===== src/rtl/sdc_pkg.sv =====
package sdc_pkg;

    typedef enum logic [3:0] {
        ST_INIT_PRE,
        ST_INIT_REF1,
        ST_INIT_REF2,
        ST_INIT_MODE,
        ST_IDLE,
        ST_ACT,
        ST_RW,
        ST_PRE,
        ST_REF_PRE,
        ST_REF
    } sdc_state_e;

    typedef logic [3:0] sdc_cmd_t;

    // {cs_n, ras_n, cas_n, we_n}
    localparam sdc_cmd_t CMD_NOP = 4'b0111;
    localparam sdc_cmd_t CMD_ACT = 4'b0011;
    localparam sdc_cmd_t CMD_RD  = 4'b0101;
    localparam sdc_cmd_t CMD_WR  = 4'b0100;
    localparam sdc_cmd_t CMD_PRE = 4'b0010;
    localparam sdc_cmd_t CMD_REF = 4'b0001;
    localparam sdc_cmd_t CMD_MRS = 4'b0000;

endpackage


===== src/rtl/sdc_addr_split.sv =====
module sdc_addr_split #(
    parameter int BANK_W = 2,
    parameter int ROW_W  = 12,
    parameter int COL_W  = 8,
    localparam int ADDR_W = BANK_W + ROW_W + COL_W
) (
    input  logic [ADDR_W-1:0] addr,
    output logic [BANK_W-1:0] bank,
    output logic [ROW_W-1:0]  row,
    output logic [COL_W-1:0]  col
);
    assign bank = addr[ADDR_W-1 -: BANK_W];
    assign row  = addr[COL_W +: ROW_W];
    assign col  = addr[COL_W-1:0];
endmodule


===== src/rtl/sdc_gap_timer.sv =====
module sdc_gap_timer #(
    parameter int CNT_W     = 8,
    parameter int RESET_VAL = 10
) (
    input  logic             clk,
    input  logic             rst_n,
    input  logic             load,
    input  logic [CNT_W-1:0] load_val,
    output logic             zero
);
    logic [CNT_W-1:0] cnt;

    always_ff @(posedge clk) begin
        if (!rst_n)
            cnt <= CNT_W'(RESET_VAL);
        else if (load)
            cnt <= load_val;
        else if (cnt != '0)
            cnt <= cnt - 1'b1;
    end

    assign zero = (cnt == '0);
endmodule


===== src/rtl/sdc_refresh_timer.sv =====
module sdc_refresh_timer #(
    parameter int INTERVAL = 780,
    localparam int CNT_W = $clog2(INTERVAL + 1)
) (
    input  logic clk,
    input  logic rst_n,
    input  logic restart,
    output logic due
);
    logic [CNT_W-1:0] cnt;

    always_ff @(posedge clk) begin
        if (!rst_n || restart)
            cnt <= CNT_W'(INTERVAL - 1);
        else if (cnt != '0)
            cnt <= cnt - 1'b1;
    end

    assign due = (cnt == '0);
endmodule


===== src/rtl/sdram_seq_ctrl.sv =====
module sdram_seq_ctrl
    import sdc_pkg::*;
#(
    parameter int CLK_MHZ   = 50,
    parameter int CAS_LAT   = 2,
    parameter int INIT_WAIT = 10000,
    parameter int T_RCD     = 2,
    parameter int T_RP      = 2,
    parameter int T_RC      = 7,
    parameter int T_MRD     = 2,
    parameter int T_WR      = 2,
    parameter int DATA_W    = 16,
    parameter int BANK_W    = 2,
    parameter int ROW_W     = 12,
    parameter int COL_W     = 8
) (
    input  logic                            clk,
    input  logic                            rst_n,
    input  logic                            req_valid,
    output logic                            req_ready,
    input  logic                            req_write,
    input  logic [BANK_W+ROW_W+COL_W-1:0]   req_addr,
    input  logic [DATA_W-1:0]               req_wdata,
    input  logic [DATA_W/8-1:0]             req_be,
    output logic                            rsp_valid,
    output logic [DATA_W-1:0]               rsp_rdata,
    output logic                            sd_cke,
    output logic                            sd_cs_n,
    output logic                            sd_ras_n,
    output logic                            sd_cas_n,
    output logic                            sd_we_n,
    output logic [ROW_W-1:0]                sd_addr,
    output logic [BANK_W-1:0]               sd_ba,
    output logic [DATA_W/8-1:0]             sd_dqm,
    output logic [DATA_W-1:0]               sd_dq_out,
    output logic                            sd_dq_oe,
    input  logic [DATA_W-1:0]               sd_dq_in
);
    localparam int LANES        = DATA_W / 8;
    localparam int REF_INTERVAL = CLK_MHZ * 156 / 10;
    localparam int GAP_MAX      = (INIT_WAIT > T_RC) ? INIT_WAIT : T_RC;
    localparam int GAP_W        = $clog2(GAP_MAX + 1);
    localparam logic [ROW_W-1:0] MODE_WORD = ROW_W'(CAS_LAT << 4);

    sdc_state_e state, state_nx;
    sdc_cmd_t   cmd;

    logic             gap_zero, gap_load;
    logic [GAP_W-1:0] gap_val;
    logic             ref_due, ref_restart;
    logic             rd_issue, accept;
    logic [CAS_LAT-1:0] rd_pipe;

    logic [BANK_W-1:0] in_bank, q_bank;
    logic [ROW_W-1:0]  in_row,  q_row;
    logic [COL_W-1:0]  in_col,  q_col;
    logic              q_write;
    logic [DATA_W-1:0] q_wdata;
    logic [LANES-1:0]  q_be;

    sdc_addr_split #(.BANK_W(BANK_W), .ROW_W(ROW_W), .COL_W(COL_W)) u_split (
        .addr(req_addr), .bank(in_bank), .row(in_row), .col(in_col)
    );

    sdc_gap_timer #(.CNT_W(GAP_W), .RESET_VAL(INIT_WAIT)) u_gap (
        .clk(clk), .rst_n(rst_n), .load(gap_load), .load_val(gap_val), .zero(gap_zero)
    );

    sdc_refresh_timer #(.INTERVAL(REF_INTERVAL)) u_ref (
        .clk(clk), .rst_n(rst_n), .restart(ref_restart), .due(ref_due)
    );

    assign req_ready = (state == ST_IDLE) && !ref_due;
    assign accept    = req_valid && req_ready;
    assign {sd_cs_n, sd_ras_n, sd_cas_n, sd_we_n} = cmd;

    // State register
    always_ff @(posedge clk) begin
        if (!rst_n) state <= ST_INIT_PRE;
        else        state <= state_nx;
    end

    // Next state
    always_comb begin
        state_nx = state;
        unique case (state)
            ST_INIT_PRE:  if (gap_zero) state_nx = ST_INIT_REF1;
            ST_INIT_REF1: if (gap_zero) state_nx = ST_INIT_REF2;
            ST_INIT_REF2: if (gap_zero) state_nx = ST_INIT_MODE;
            ST_INIT_MODE: if (gap_zero) state_nx = ST_IDLE;
            ST_IDLE: begin
                if (ref_due)        state_nx = ST_REF_PRE;
                else if (req_valid) state_nx = ST_ACT;
            end
            ST_ACT:     if (gap_zero) state_nx = ST_RW;
            ST_RW:      if (gap_zero) state_nx = ST_PRE;
            ST_PRE:     if (gap_zero) state_nx = ST_IDLE;
            ST_REF_PRE: if (gap_zero) state_nx = ST_REF;
            ST_REF:     if (gap_zero) state_nx = ST_IDLE;
        endcase
    end

    // Command and pin outputs; a command state waits for the gap counter
    always_comb begin
        cmd         = CMD_NOP;
        sd_addr     = '0;
        sd_ba       = '0;
        sd_dqm      = '1;
        sd_dq_out   = '0;
        sd_dq_oe    = 1'b0;
        gap_load    = 1'b0;
        gap_val     = '0;
        ref_restart = 1'b0;
        rd_issue    = 1'b0;
        unique case (state)
            ST_INIT_PRE, ST_REF_PRE: if (gap_zero) begin
                cmd         = CMD_PRE;
                sd_addr[10] = 1'b1;
                gap_load    = 1'b1;
                gap_val     = GAP_W'(T_RP - 1);
            end
            ST_INIT_REF1, ST_INIT_REF2, ST_REF: if (gap_zero) begin
                cmd         = CMD_REF;
                ref_restart = 1'b1;
                gap_load    = 1'b1;
                gap_val     = GAP_W'(T_RC - 1);
            end
            ST_INIT_MODE: if (gap_zero) begin
                cmd      = CMD_MRS;
                sd_addr  = MODE_WORD;
                gap_load = 1'b1;
                gap_val  = GAP_W'(T_MRD - 1);
            end
            ST_IDLE: ;
            ST_ACT: if (gap_zero) begin
                cmd      = CMD_ACT;
                sd_addr  = q_row;
                sd_ba    = q_bank;
                gap_load = 1'b1;
                gap_val  = GAP_W'(T_RCD - 1);
            end
            ST_RW: if (gap_zero) begin
                cmd      = q_write ? CMD_WR : CMD_RD;
                sd_addr  = ROW_W'(q_col);
                sd_ba    = q_bank;
                sd_dqm   = ~q_be;
                sd_dq_oe = q_write;
                sd_dq_out = q_write ? q_wdata : '0;
                rd_issue = !q_write;
                gap_load = 1'b1;
                gap_val  = q_write ? GAP_W'(T_WR - 1) : GAP_W'(CAS_LAT - 1);
            end
            ST_PRE: if (gap_zero) begin
                cmd      = CMD_PRE;
                sd_ba    = q_bank;
                gap_load = 1'b1;
                gap_val  = GAP_W'(T_RP - 1);
            end
        endcase
    end

    // Request latch, clock enable and read capture
    always_ff @(posedge clk) begin
        if (!rst_n) begin
            sd_cke    <= 1'b0;
            q_write   <= 1'b0;
            q_bank    <= '0;
            q_row     <= '0;
            q_col     <= '0;
            q_wdata   <= '0;
            q_be      <= '0;
            rd_pipe   <= '0;
            rsp_valid <= 1'b0;
            rsp_rdata <= '0;
        end else begin
            sd_cke  <= 1'b1;
            rd_pipe <= {rd_pipe[CAS_LAT-2:0], rd_issue};
            if (accept) begin
                q_write <= req_write;
                q_bank  <= in_bank;
                q_row   <= in_row;
                q_col   <= in_col;
                q_wdata <= req_wdata;
                q_be    <= req_be;
            end
            rsp_valid <= rd_pipe[CAS_LAT-1];
            if (rd_pipe[CAS_LAT-1]) begin
                for (int i = 0; i < LANES; i++)
                    rsp_rdata[8*i +: 8] <= q_be[i] ? sd_dq_in[8*i +: 8] : 8'h00;
            end
        end
    end

endmodule


===== config.mk =====
export PLATFORM = sky130hd
export DESIGN_NAME = sdram_seq_ctrl
export DESIGN_NICKNAME = d
export VERILOG_FILES = /design/src/rtl/sdc_pkg.sv /design/src/rtl/sdc_addr_split.sv /design/src/rtl/sdc_gap_timer.sv /design/src/rtl/sdc_refresh_timer.sv /design/src/rtl/sdram_seq_ctrl.sv
export SDC_FILE = /design/constraint.sdc
export NUM_CORES = 1
export LEC_CHECK = 0
export ABC_AREA = 1
export BUFFER_PORTS_ARGS = -buffer_cell sky130_fd_sc_hd__buf_2
export CORE_MARGIN = 4
export CORE_UTILIZATION = 45
export DETAILED_ROUTE_END_ITERATION = 10
export GPL_ROUTABILITY_DRIVEN = 1
export PLACE_DENSITY = 0.73
export SYNTH_ARGS = -nofsm -noshare
export SYNTH_HDL_FRONTEND = slang
export SYNTH_SLANG_ARGS = --single-unit

===== constraint.sdc =====
create_clock -name clk -period 2.4 [get_ports clk]
set_input_delay 0.72 -clock clk [delete_from_list [all_inputs] [get_ports clk]]
set_output_delay 0.72 -clock clk [all_outputs]
set_load 0.01 [all_outputs]

# Word-level counts from Yosys, hierarchy flattened
# Index checks and enable logic that the tools add are counted.
totals:
  register_bits: 89
  input_bits: 60
  output_inout_bits: 56
  wordCells: 98
classes:
  addsub: 2
  n_eq_ne: 17
  n_mux: 43
  bitwise: 1
  reduce_logical: 21
op_table:
  columns: ["operator", "n"]
  rows:
  - ["$mux W16", 3]
  - ["$mux W4", 9]
  - ["$pmux W4 S8", 1]
  - ["$pmux W10 S3", 1]
  - ["$mux W14", 2]
  - ["$mux W8", 3]
  - ["$eq A4 B3 Y1 const B", 4]
  - ["$mux W3", 5]
  - ["$pmux W3 S5", 1]
  - ["$logic_not A14 Y1", 1]
  - ["$reduce_bool A14 Y1", 1]
  - ["$sub A14 B1 Y14 const B", 1]
  - ["$mux W12", 1]
  - ["$ne A2 B2 Y1 const B", 6]
  - ["$reduce_or A3 Y1", 4]
  - ["$logic_not A10 Y1", 1]
  - ["$mux W2", 5]
  - ["$reduce_bool A10 Y1", 1]
  - ["$sub A10 B1 Y10 const B", 1]
  - ["$reduce_or A9 Y1", 1]
  - ["$eq A4 B2 Y1 const B", 2]
  - ["$eq A4 B4 Y1 const B", 2]
  - ["$mux W1", 8]
  - ["$reduce_and A8 Y1", 1]
  - ["other kinds (16)", 19]

# Depth between registers and ports, before layout
# Gate-level depths: netlist of the first run.
depth:
  depth_word: 4
  ltp_mapped: 10
  ltp_nobuf: 10

# Cells and area by module
# From an unflattened synthesis of the first run, not the netlist that was laid out.
hier_totals:
  hier_cells: 659
  hier_area_um2: 4621.9
by_module_without_submodules:
  columns: ["mod", "n_inst", "cells_each", "area_each_um2", "seq_area_each_um2"]
  rows:
  - ["sdram_seq_ctrl", 1, 402, 2895.3, 1301.2]
  - ["sdc_gap_timer", 1, 152, 992.2, 280.3]
  - ["sdc_refresh_timer", 1, 83, 569.3, 200.2]
  - ["sdc_addr_split", 1, 22, 165.2, 0.0]

# Least setup slack after synthesis of the first run
# Ideal clock, no wire load.
synth_timing:
  path_type: "register -> output"
  start: "reg u_gap.cnt[0]"
  end: "out sd_addr[5]"
  t_arrival_ns: 1.517
  t_required_ns: 1.680
  slack_ns: 0.163
  stages_incl_launch_ff: 9
  n_path_buf: 0
  cell_sequence: "dfxtp_1 inv_1 ha_1 nand3_2 nor2_2 nand3_2 inv_1 nand2_2 a31oi_1"
synth_between:
  elab_chain_cells: 3
  word_cells_on_any_way: 5
  classes_between: "mux (4); reduce/logical (1)"
synth_rtl:
  columns: ["item", "line", "source"]
  rows:
  - ["start, declared", "sdc_gap_timer.sv:11", "logic [CNT_W-1:0] cnt;"]
  - ["start signal, assigned", "sdc_gap_timer.sv:15", "cnt <= CNT_W'(RESET_VAL);"]
  - ["start signal, assigned", "sdc_gap_timer.sv:17", "cnt <= load_val;"]
  - ["start signal, assigned", "sdc_gap_timer.sv:19", "cnt <= cnt - 1'b1;"]
  - ["$logic_not A14 Y1 (*)", "sdc_gap_timer.sv:22", "assign zero = (cnt == '0);"]
  - ["$mux W8, or another cell as far along", "sdram_seq_ctrl.sv:142", "ST_RW: if (gap_zero) begin"]
  - ["$pmux W10 S3 (*)", "sdram_seq_ctrl.sv:115", "unique case (state)"]
  - ["end, declared", "sdram_seq_ctrl.sv:32", "output logic [ROW_W-1:0] sd_addr,"]
# Mark *: on every way between the ends. The rest lies on a longest branch, timed or not.

# Final worst setup path of the first run
layout_timing:
  start: "reg u_gap.cnt[0]"
  end: "out sd_we_n"
layout_between:
  elab_chain_cells: 3
  word_cells_on_any_way: 5
  classes_between: "mux (4); reduce/logical (1)"
layout_rtl:
  columns: ["item", "line", "source"]
  rows:
  - ["$logic_not A14 Y1 (*)", "sdc_gap_timer.sv:22", null]
  - ["$mux W3, or another cell as far along", "sdram_seq_ctrl.sv:116, sdram_seq_ctrl.sv:153", null]
  - ["$pmux W3 S5 (*)", "sdram_seq_ctrl.sv:115", null]
  - ["end, declared", "sdram_seq_ctrl.sv:31", "output logic sd_we_n,"]
# Marks and branches as above.

==> impl_metrics.sql, run 1 <==
INSERT INTO impl_metrics (metric_group, metric, value, unit) VALUES
('outcome', 'status', 'complete, but fails checks', ''),
('outcome', 'violated_checks', 'setup timing', ''),
('cells_and_area', 'layout.core_utilization', '61.6', '%'),
('synthesis', 'post-synth-top-area-cell', 'dfxtp_1', ''),
('pwr', 'clock_power_share', '24.2', '%'),
('setup_path', 'critical_path.max_stage_delay', '0.33', 'ns'),
('sta', 'fin_skew', '0.0187', 'ns'),
('floorplanning', 'die_height', '107', 'um'),
('pwr', 'power_density', '658', 'nW/um^2'),
('synthesis', 'syn_area_per_cell', '7.32', 'sq um'),
('synthesis', 'synth_sequential_area_ratio', '40.3', '%'),
('synthesis', 'post_synthesis_cell_type_count', '42', ''),
('floorplanning', 'top_level_ports', '116', ''),
('setup_path', 'critical_path.top_delay_family', 'simple AND/OR/NAND/NOR gates', ''),
('cts', 'h-tree-depth', '3', ''),
('sta', 'rsz0062_at_grt', 'yes', ''),
('synthesis', 'netlist_instances', '604', ''),
('sta', 'min_period_over_period', '107', '%'),
('route', 'met1Wirelength', '4950', 'um'),
('route', 'routed_wirelength', '12600', 'um'),
('sta', 'final_critical_path_setup_slack', '-0.161', 'ns'),
('floorplanning', 'floorplan.die_area', '11500', 'sq um'),
('pwr', 'p_total', '3.82', 'mW'),
('sta', 'hold_viol_final', '0', ''),
('global_routing', 'first_pass_grt_wire_length', '19600', 'um'),
('setup_path', 'worstPathArrival', '1.84', 'ns'),
('synthesis', 'synth_area_leaders', 'dfxtp_1, nand2_1, a21oi_2, nand3_1, nor2_1', ''),
('setup_path', 'worst-setup-path-type', 'register to primary output', ''),
('synthesis', 'synthesis.area', '4420', 'sq um'),
('setup_path', 'worst-path-buf-inv', '2', ''),
('setup_path', 'critical_path.max_fanout', '8', ''),
('route', 'vias_per_cell', '5.20', ''),
('pwr', 'total_switching_power', '1.38', 'mW'),
('worst_hold_path', 'hold_class', 'register to register', ''),
('cells_and_area', 'fillerInstances', '788', ''),
('pwr', 'share_seq_of_total_power', '45.5', '%'),
('route', 'vias', '4562', ''),
('sta', 'timing_max_transition_violations_final', '0', ''),
('route', 'antenna_violating_nets_post_route', '0', ''),
('synthesis', 'synth_edf_count', '0', ''),
('synthesis', 'yosys_register_bits', '89', ''),
('global_routing', 'antenna_found_initial', '0', ''),
('cts', 'cts_inserted_buffers', '9', ''),
('synthesis', 'portion_of_synthesized_cell_area_occupied_by_the_leading_cell_type', '40.3', '%'),
('pwr', 'leakagePower', '2.50', 'nW'),
('floorplanning', 'fp-row-count', '35', ''),
('synthesis', 'synth-main-ff-cell', 'dfxtp_1', ''),
('placed_design', 'place.detailed.instances', '834', ''),
('setup_path', 'cpMaxStageDelayCell', 'dfxtp_2', ''),
('route', 'top_signal_layer_used', 'met4', ''),
('cells_and_area', 'final_cell_area', '5800', 'sq um'),
('setup_path', 'critPathCaptureType', 'primary output', ''),
('synthesis', 'synth-warning-count', '0', ''),
('global_routing', 'grt_pass1_vias', '4388', ''),
('cells_and_area', 'synthToLayoutAreaGrowth', '31.2', '%'),
('cts', 'clock_latency', '0.36', 'ns'),
('sta', 'timing.slew.headroom', '64.5', '%'),
('setup_path', 'crit_path_start_kind', 'register', ''),
('synthesis', 'synth_nets', '667', ''),
('cts', 'cts_tree', 'yes', ''),
('global_routing', 'gr_overflow_total', '0', ''),
('route', 'firstDrtPassIters', '6', ''),
('pwr', 'p_comb_share', '30.3', '%'),
('placed_design', 'post_dp_hpwl', '8280', 'um'),
('route', 'drt-wirelength-per-cell', '14.4', 'um'),
('synthesis', 'synthArstFlopShare', '0', '%'),
('sta', 'worst_hold_slack', '0.420', 'ns'),
('route', 'met2WireLength', '6220', 'um'),
('sta', 'setup_violations', '36', ''),
('setup_path', 'timing.critical_path.cells', 'inv_2 -> ha_4 -> nand3_4 -> nor2_4 -> nand3_4 -> a21oi_1 -> nand4_1 -> buf_2', ''),
('placed_design', 'detailed_place.area', '5100', 'sq um');
state kept, by name (all words and copies together), names as in the netlist, 4 cells and up:
register / flops
u_ref.cnt: 10
u_gap.cnt: 14
q_row: 12
state: 4
q_col: 8
rsp_rdata: 16
q_wdata: 16
Yosys cell counts, types with 2 or more instances:
| library cell | count |
|---|---|
| a21oi_1 | 35 |
| a21oi_2 | 37 |
| buf_1 | 3 |
| buf_2 | 7 |
| buf_4 | 3 |
| buf_6 | 2 |
| buf_8 | 4 |
| clkbuf_1 | 8 |
| dfxtp_1 | 89 |
| ha_1 | 3 |
| inv_1 | 66 |
| inv_2 | 5 |
| nand2_1 | 122 |
| nand2_2 | 9 |
| nand3_1 | 60 |
| nand3_2 | 2 |
| nand3_4 | 3 |
| nand3b_1 | 6 |
| nand4_1 | 6 |
| nor2_1 | 68 |
| nor2_2 | 4 |
| nor2_4 | 4 |
| nor3_1 | 6 |
| o211ai_1 | 2 |
| o21ai_0 | 9 |
| o21ai_1 | 19 |
| xnor2_1 | 2 |
| xor2_1 | 6 |
power by group through the flow:
stage               clock network (mW)  logic [mW]  registers (mW)
floorplan                            0       0.753            1.72
global placement                     0       0.946            1.74
detailed placement                   0       0.976            1.75
CTS                              0.939        1.06            1.73
global route                      1.00        1.28            1.75
finish                           0.924        1.16            1.74
per-layer routing:
layer  track usage, %  vias up
met5                0        -
met2             34.7      203
met3             6.38       45
met1             24.7     2087
li1                 -     2227
met4             7.67        0
worst paths after layout:
kind | from | endpoint | slack, ns | depth (start not counted)
worst max-delay path | u_gap.cnt[0] | sd_we_n | -0.16 | 8
worst min-delay path | rd_pipe[0] | rd_pipe[1] | 0.42 | 2
worst max register to register | u_ref.cnt[0] | q_row[11] | 0.39 | 10
worst min register to register | rd_pipe[0] | rd_pipe[1] | 0.42 | 2
worst register-to-register path: cells and delay by family, from the launching register on:
kind / cells / cell delay (ns)
flip-flops: 1 / 0.34
buffers and inverters: 3 / 0.55
AO/OA/AOI/OAI: 2 / 0.22
AND/OR/NAND/NOR: 4 / 0.57
adder cells (fa/ha/maj): 1 / 0.22
cell families (layout without fill, tap and decap cells):
family / count (synthesis) / in the layout / synth area share (%)
AOI/OAI and AO/OA: 107 / 107 / 15.7
buffers and inverters: 101 / 244 / 10.4
other: 1 / 1 / 0.0849
DFF: 89 / 89 / 40.3
adders and majority gates: 3 / 3 / 0.849
and+or+nand+nor: 295 / 297 / 31.0
xor gates and xnor gates: 8 / 8 / 1.59
cell type report:
class	count	area (sq um)	area share (%)
tap	129	161	2.78
sequential	89	1790	30.9
clock buffer	10	128	2.20
timing repair buffer	155	967	16.7
multi-input combinational	416	2420	41.8
inverter	73	284	4.90
clock inverter	6	42.5	0.734
cell usage in the layout (no fill, tap or decap), drive strengths merged:
cell type,Yosys,layout
nand2,132,132
a31oi,1,1
conb,1,1
buf,19,154
a211oi,1,1
o211ai,2,2
nor4,1,1
ha,3,3
o21bai,1,1
o21ai,29,29
clkbuf,9,11
nor2,76,76
nand3,65,67
a41oi,1,1
xnor2,2,2
or2,1,1
inv,71,73
a21oi,72,72
dfxtp,89,89
nand4,7,7
clkinvlp,0,2
clkinv,2,4
nor3,7,7
nand3b,6,6
xor2,6,6
repair_timing:
action	4_1_cts	5_1_grt
setup buffers	12	13
setup endpoints to repair	37	37
gates cloned	2	1
pin swaps	12	7
hold buffers	0	0
gates resized for setup	36	41
Power figures use the tool's default switching activity.
==> run 2, diff against run 1 <==
- CORE_UTILIZATION: 45 -> 35
- PLACE_DENSITY: 0.73 -> 0.69
==> impl_metrics.sql, run 2 (same netlist as run 1, synthesis figures left out) <==
INSERT INTO impl_metrics (metric_group, metric, value, unit) VALUES
('outcome', 'status', 'complete, but fails checks', ''),
('outcome', 'violated_checks', 'setup timing', ''),
('cells_and_area', 'share_of_cells_above_drive_strength_1', '37.7', '%'),
('pwr', 'p_total', '4.13', 'mW'),
('cells_and_area', 'final_cell_area', '5840', 'sq um'),
('cts', 'holdBufCountCts', '0', ''),
('sta', 'hold_viol_final', '0', ''),
('floorplanning', 'top_level_ports', '116', ''),
('pwr', 'total_switching_power', '1.39', 'mW'),
('cts', 'cts.path.max_buffers', '2', ''),
('setup_path', 'critical_path_required', '1.68', 'ns'),
('setup_path', 'timing.critical_path.cells', 'inv_2 -> ha_4 -> nand3_4 -> nor2_4 -> nand3_4 -> clkinv_4 -> nand3_4 -> nor2_1 -> buf_2', ''),
('cts', 'clock_transition_at_the_registers_of_the_reported_paths', '0.06', 'ns'),
('route', 'post-route-drc-count', '0', ''),
('global_routing', 'grt_pass1_vias', '4067', ''),
('floorplanning', 'die_height', '120', 'um'),
('setup_path', 'critical_path.top_delay_family', 'simple AND/OR/NAND/NOR gates', ''),
('cells_and_area', 'multi_input_comb_area', '2410', 'sq um'),
('sta', 'timing.slew.headroom', '65.3', '%'),
('cells_and_area', 'synthToLayoutAreaGrowth', '32.1', '%'),
('run', 'max_cap_violations', '0', ''),
('route', 'drt-wirelength-per-cell', '12.9', 'um'),
('setup_path', 'regToRegStartpoint', 'u_ref.cnt[0]', ''),
('route', 'dr.first_iter.drc_count', '277', ''),
('worst_hold_path', 'hold-path-cell-count', '2', ''),
('cells_and_area', 'final_cells', '908', ''),
('cells_and_area', 'mostFrequentLayoutCells', 'nand2_1, buf_2, dfxtp_1', ''),
('cells_and_area', 'registers_with_the_most_flip_flops', 'q_wdata: 16 flops, rsp_rdata: 16 flops, u_gap.cnt: 14 flops', ''),
('setup_path', 'worstPathArrival', '1.73', 'ns'),
('cts', 'cts_inserted_buffers', '9', ''),
('cells_and_area', 'layout.core_utilization', '48.0', '%'),
('placed_design', 'place_congestion', '0.912', ''),
('placed_design', 'detailed_place.area', '5150', 'sq um'),
('pwr', 'p_sw_share', '33.6', '%'),
('cts', 'root_buffer', 'clkbuf_16', ''),
('sta', 'timing_max_transition_violations_final', '0', ''),
('route', 'vias', '4319', ''),
('sta', 'worst_slew_pin_slew', '0.516', 'ns'),
('pwr', 'share_seq_of_total_power', '42.0', '%'),
('pwr', 'p_comb_share', '26.7', '%'),
('cts', 'clock_latency', '0.34', 'ns'),
('sta', 'final_critical_path_setup_slack', '-0.0523', 'ns'),
('sta', 'fmaxAchievable', '408', 'MHz'),
('setup_path', 'crit_path_start_kind', 'register', ''),
('worst_hold_path', 'hold_start', 'rd_pipe[0]', ''),
('setup_path', 'cpMaxStageDelayCell', 'dfxtp_2', ''),
('floorplanning', 'fp-row-count', '40', ''),
('floorplanning', 'floorplan.initialDensity', '36.3', '%'),
('global_routing', 'grt.total_usage', '15.8', '%'),
('placed_design', 'place.detailed.instances', '873', ''),
('cells_and_area', 'antenna_cells_inserted', '0', ''),
('sta', 'fin_skew', '0.0105', 'ns'),
('cts', 'h-tree-depth', '3', ''),
('placed_design', 'post_dp_hpwl', '7950', 'um'),
('setup_path', 'worst-setup-path-type', 'register to primary output', ''),
('setup_path', 'worst-path-buf-inv', '3', ''),
('pwr', 'power.ir.vdd_worst', '443', 'uV'),
('cells_and_area', 'most_common_cell_after_layout_fill_and_taps_aside', 'nand2_1', ''),
('placed_design', 'buffer_ports.inserted', '114', ''),
('worst_hold_path', 'timing.hold.worst_endpoint', 'rd_pipe[1]', ''),
('setup_path', 'critPathCaptureType', 'primary output', ''),
('floorplanning', 'die_width', '120', 'um'),
('setup_path', 'r2r_slack', '0.40', 'ns'),
('sta', 'final.setup.tns', '-0.590', 'ns'),
('sta', 'worst_hold_slack', '0.407', 'ns'),
('setup_path', 'critical_path.max_stage_delay', '0.33', 'ns'),
('pwr', 'leakagePower', '2.47', 'nW'),
('global_routing', 'first_pass_grt_wire_length', '18900', 'um'),
('cells_and_area', 'fillerInstances', '1196', ''),
('global_routing', 'grt_start_max_net_pins', '36', ''),
('floorplanning', 'core', '12200', 'sq um'),
('worst_hold_path', 'hold_class', 'register to register', ''),
('sta', 'min_period_over_period', '102', '%'),
('pwr', 'intPower', '2.74', 'mW'),
('route', 'firstDrtPassIters', '4', ''),
('global_routing', 'gr_overflow_total', '0', ''),
('route', 'routed_wirelength', '11700', 'um'),
('setup_path', 'critical_path.max_fanout', '8', ''),
('cells_and_area', 'ff_latch_area', '1790', 'sq um'),
('floorplanning', 'floorplan.die_area', '14500', 'sq um'),
('sta', 'setup_violations', '26', ''),
('sta', 'rsz0062_at_grt', 'yes', ''),
('route', 'vias_per_cell', '4.76', ''),
('setup_path', 'reg2reg_to', 'q_bank[0]', ''),
('setup_path', 'crit_path_frequent_cell', 'nand3_4', ''),
('cells_and_area', 'fin_nets', '799', ''),
('placed_design', 'detailedPlace.worstSlack', '0.0488', 'ns'),
('global_routing', 'antenna_found_initial', '0', ''),
('cts', 'clock-sinks', '89', ''),
('sta', 'finalCriticalPeriod', '2.45', 'ns'),
('pwr', 'power_density', '707', 'nW/um^2'),
('pwr', 'clock_power_share', '31.3', '%'),
('cts', 'cts_tree', 'yes', ''),
('route', 'antenna_violating_nets_post_route', '0', ''),
('setup_path', 'reg2regPathDepth', '10', '');
-- run 2: cell count changes in the layout (fill, tap and decap cells not counted), moves of 3 or more --
cell	change
clkbuf_8	-9
nand3_4	-3
buf_4	-11
buf_2	+6
clkbuf_16	+8
nand3_1	+3
nor2_4	+6
nor2_2	-6
buf_6	-3
-- run 2: worst max-delay path by stage --
| stage | endpoint | cells after the start | start |
|---|---|---|---|
| after floorplan | sd_addr[5] | 8 | u_gap.cnt[0] |
| after global placement | sd_dq_out[12] | 9 | u_gap.cnt[0] |
| after detailed placement | sd_dq_out[15] | 9 | u_gap.cnt[0] |
| after CTS | sd_dq_out[0] | 9 | u_gap.cnt[1] |
| after global routing | sd_dq_out[8] | 9 | u_gap.cnt[0] |
| final | sd_dq_out[1] | 9 | u_gap.cnt[0] |
-- run 2: area by class of cell --
type	count	area share, %
Clock inverter	5	0.686
Inverter	73	4.82
Sequential cell	89	30.7
Timing Repair Buffer	147	15.0
Multi-Input combinational cell	416	41.2
Clock buffer	10	3.92
Tap cell	168	3.60
-- run 2: routing by layer --
metal | vias to the layer above | part of all wire (%) | track usage, %
met5 | - | 0 | 0
met4 | 0 | 2.2 | 6.59
met3 | 19 | 6.3 | 4.49
met2 | 124 | 48 | 25.0
met1 | 1970 | 44 | 20.1
li1 | 2206 | - | -
-- run 2: repair_timing --
| action | in CTS | in global routing |
|---|---|---|
| gates resized for setup | 37 | 37 |
| buffers inserted | 10 | 7 |
| setup endpoints to repair | 37 | 37 |
| cloned | 3 | 0 |
| pin swaps | 17 | 9 |
-- run 2: power groups by stage --
stage | registers [mW] | logic (mW) | clock network [mW]
global route | 1.75 | 1.23 | 1.38
global placement | 1.74 | 0.963 | 0
floorplan | 1.72 | 0.753 | 0
finish | 1.73 | 1.10 | 1.29
detailed placement | 1.75 | 0.965 | 0
CTS | 1.73 | 1.05 | 1.32
-- run 2: tightest hold or removal path, stage by stage (launching register included) --
cell and delay, ns:
dfxtp_1 0.30, nand2_1 0.04, inv_1 0.04
==> run 3, diff against run 2 <==
- ABC_AREA: 1 -> default
==> impl_metrics.sql, run 3 <==
INSERT INTO impl_metrics (metric_group, metric, value, unit) VALUES
('synthesis', 'share_of_the_synthesized_area_in_compound_gates_ao_oa_aoi_oai', '18.2', '%'),
('setup_path', 'worstPathArrival', '2.24', 'ns'),
('synthesis', 'ys_top_cells_by_count', 'nand2_1, dfxtp_1, a21oi_1', ''),
('setup_path', 'timing.critical_path.cells', 'or4_4 -> or4_4 -> nor2_4 -> and3_4 -> buf_6', ''),
('floorplanning', 'floorplan.initialDensity', '36.4', '%'),
('synthesis', 'syn_area_per_cell', '8.04', 'sq um'),
('setup_path', 'crit_path_start_kind', 'register', ''),
('cells_and_area', 'layout.core_utilization', '52.2', '%'),
('placed_design', 'detailed_place.area', '5230', 'sq um'),
('synthesis', 'synth_sequential_area_ratio', '42.4', '%'),
('cts', 'clock_latency', '0.34', 'ns'),
('pwr', 'power.ir.vdd_worst', '416', 'uV'),
('sta', 'final_critical_path_setup_slack', '-0.557', 'ns'),
('cts', 'cts.path.max_buffers', '2', ''),
('setup_path', 'worst-setup-path-type', 'register to primary output', ''),
('sta', 'final.setup.tns', '-17.30', 'ns'),
('synthesis', 'synthArstFlopShare', '0', '%'),
('global_routing', 'grt_start_max_net_pins', '42', ''),
('synthesis', 'netlist_instances', '523', ''),
('pwr', 'power_density', '545', 'nW/um^2'),
('sta', 'rsz0062_at_grt', 'yes', ''),
('outcome', 'violated_checks', 'setup timing', ''),
('route', 'drt-wirelength-per-cell', '14.9', 'um'),
('sta', 'fin_skew', '0.00702', 'ns'),
('cts', 'root_buffer', 'clkbuf_16', ''),
('global_routing', 'first_pass_grt_wire_length', '20100', 'um'),
('synthesis', 'synth_nets', '586', ''),
('placed_design', 'buffer_ports.inserted', '114', ''),
('sta', 'timing_max_transition_violations_final', '0', ''),
('route', 'post-route-drc-count', '0', ''),
('synthesis', 'synth-main-ff-cell', 'dfxtp_1', ''),
('cells_and_area', 'synthToLayoutAreaGrowth', '43.5', '%'),
('setup_path', 'cpMaxStageDelayCell', 'or4_4', ''),
('synthesis', 'synth-warning-count', '0', ''),
('placed_design', 'post_dp_hpwl', '8080', 'um'),
('setup_path', 'critical_path_required', '1.68', 'ns'),
('synthesis', 'portion_of_synthesized_cell_area_occupied_by_the_leading_cell_type', '42.4', '%'),
('synthesis', 'synthesis.area', '4210', 'sq um'),
('synthesis', 'post-synth-top-area-cell', 'dfxtp_1', ''),
('synthesis', 'yosys_register_bits', '89', ''),
('route', 'dr.first_iter.drc_count', '258', ''),
('cts', 'h-tree-depth', '3', ''),
('synthesis', 'synth_xor_area_share', '0.417', '%'),
('setup_path', 'crit_path_frequent_cell', 'or4_4', ''),
('cells_and_area', 'mostFrequentLayoutCells', 'nand2_1, buf_2, dfxtp_1', ''),
('cells_and_area', 'share_of_cells_above_drive_strength_1', '38.4', '%'),
('pwr', 'p_total', '3.29', 'mW'),
('route', 'antenna_violating_nets_post_route', '0', ''),
('cts', 'cts_inserted_buffers', '9', ''),
('global_routing', 'gr_overflow_total', '0', ''),
('synthesis', 'synthSimpleGateAreaFrac', '30.3', '%'),
('synthesis', 'synth_top_family_by_area', 'simple AND/OR/NAND/NOR gates', ''),
('sta', 'worst_slew_pin_slew', '0.640', 'ns'),
('sta', 'fmaxAchievable', '338', 'MHz'),
('floorplanning', 'floorplan.die_area', '13800', 'sq um'),
('synthesis', 'synthMuxAreaShare', '1.76', '%'),
('cells_and_area', 'antenna_cells_inserted', '0', ''),
('sta', 'timing.slew.headroom', '57.3', '%'),
('setup_path', 'critical_path.max_stage_delay', '0.61', 'ns'),
('global_routing', 'antenna_found_initial', '0', ''),
('sta', 'worst_hold_slack', '0.432', 'ns'),
('placed_design', 'detailedPlace.worstSlack', '-0.213', 'ns'),
('floorplanning', 'die_height', '118', 'um'),
('route', 'vias', '4161', ''),
('synthesis', 'synth_edf_count', '0', ''),
('worst_hold_path', 'hold_class', 'register to register', ''),
('placed_design', 'place_congestion', '0.876', ''),
('cells_and_area', 'registers_with_the_most_flip_flops', 'q_wdata: 16 flops, rsp_rdata: 16 flops, u_gap.cnt: 14 flops', ''),
('floorplanning', 'die_width', '118', 'um'),
('placed_design', 'place.detailed.instances', '778', ''),
('synthesis', 'post_synthesis_cell_type_count', '67', ''),
('cells_and_area', 'fin_nets', '722', ''),
('cts', 'clock-sinks', '89', ''),
('cells_and_area', 'most_common_cell_after_layout_fill_and_taps_aside', 'nand2_1', ''),
('setup_path', 'critPathCaptureType', 'primary output', ''),
('run', 'max_cap_violations', '0', ''),
('pwr', 'leakagePower', '2.39', 'nW'),
('floorplanning', 'top_level_ports', '116', ''),
('cells_and_area', 'final_cell_area', '6030', 'sq um'),
('floorplanning', 'fp-row-count', '39', ''),
('sta', 'min_period_over_period', '123', '%'),
('setup_path', 'critical_path.max_fanout', '3', ''),
('sta', 'finalCriticalPeriod', '2.96', 'ns'),
('route', 'firstDrtPassIters', '4', ''),
('floorplanning', 'core', '11600', 'sq um'),
('global_routing', 'grt.total_usage', '17.2', '%'),
('cts', 'cts_tree', 'yes', ''),
('sta', 'hold_viol_final', '0', ''),
('sta', 'setup_violations', '38', ''),
('global_routing', 'grt_pass1_vias', '4153', ''),
('route', 'routed_wirelength', '12000', 'um'),
('cells_and_area', 'final_cells', '807', ''),
('outcome', 'status', 'complete, but fails checks', ''),
('synthesis', 'post_synth_fa_ha_maj_area_fraction', '1.13', '%'),
('cts', 'clock_transition_at_the_registers_of_the_reported_paths', '0.06', 'ns'),
('cts', 'holdBufCountCts', '0', ''),
('synthesis', 'synth_area_leaders', 'dfxtp_1, nand2_1, a21oi_1, nor2_1, and2_1', ''),
('synthesis', 'leading_cell_type_by_number_of_instances_after_synthesis', 'nand2_1', ''),
('route', 'vias_per_cell', '5.16', '');
[run 3: path summary, 6_finish.rpt]
path / cells past startpoint / slack (ns) / to / from
max: 5 / -0.56 / sd_ba[1] / u_gap.cnt[12]
min: 1 / 0.43 / rd_pipe[1] / rd_pipe[0]
max reg2reg: 7 / -0.01 / state[1] / u_gap.cnt[12]
min reg2reg: 1 / 0.43 / rd_pipe[1] / rd_pipe[0]
[run 3: kinds of logic (layout without fill, tap and decap cells)]
group | Yosys count | after routing
AND/OR/NAND/NOR | 249 | 249
AO/OA/AOI/OAI | 120 | 120
flip-flops | 89 | 89
buffers and inverters | 51 | 192
multiplexers | 7 | 7
adder cells (fa/ha/maj) | 4 | 4
XOR/XNOR | 2 | 2
other | 1 | 1
[run 3: area by class of cell]
| class | instances | area [sq um] |
|---|---|---|
| fill | 1037 | 5530 |
| multi-input combinational | 383 | 2450 |
| sequential | 89 | 1790 |
| timing repair buffer | 167 | 1250 |
| clock buffer | 10 | 229 |
| tap | 143 | 179 |
| clock inverter | 6 | 92.6 |
| inverter | 9 | 33.8 |
[run 3: power breakdown]
part | internal, mW | leakage (nW) | switching (mW)
logic | 0.135 | 1.52 | 0.133
registers | 1.50 | 0.720 | 0.0145
clock network | 0.916 | 0.149 | 0.590
total | 2.55 | 2.39 | 0.738
[run 3: what timing repair did]
item / in CTS / in global routing
endpoints found under the hold margin: 0 / 0
pin swaps: 8 / 5
gates cloned: 2 / 0
setup buffers: 12 / 1
endpoints found under the setup margin: 37 / 51
resized for setup: 56 / 23
[run 3: metal layers]
metal	vias up	GRT usage, %	wire (um)
met5	-	0	0
met4	0	4.18	126
met3	9	5.48	844
met2	111	28.1	5780
met1	1962	22.2	5250
li1	2079	-	-
[run 3: worst max-delay path, delay by kind of cell, from the launching register on]
kind / cells / cell delay, ns
buf+inv: 1 / 0.10
flops: 1 / 0.32
simple gates: 4 / 1.49
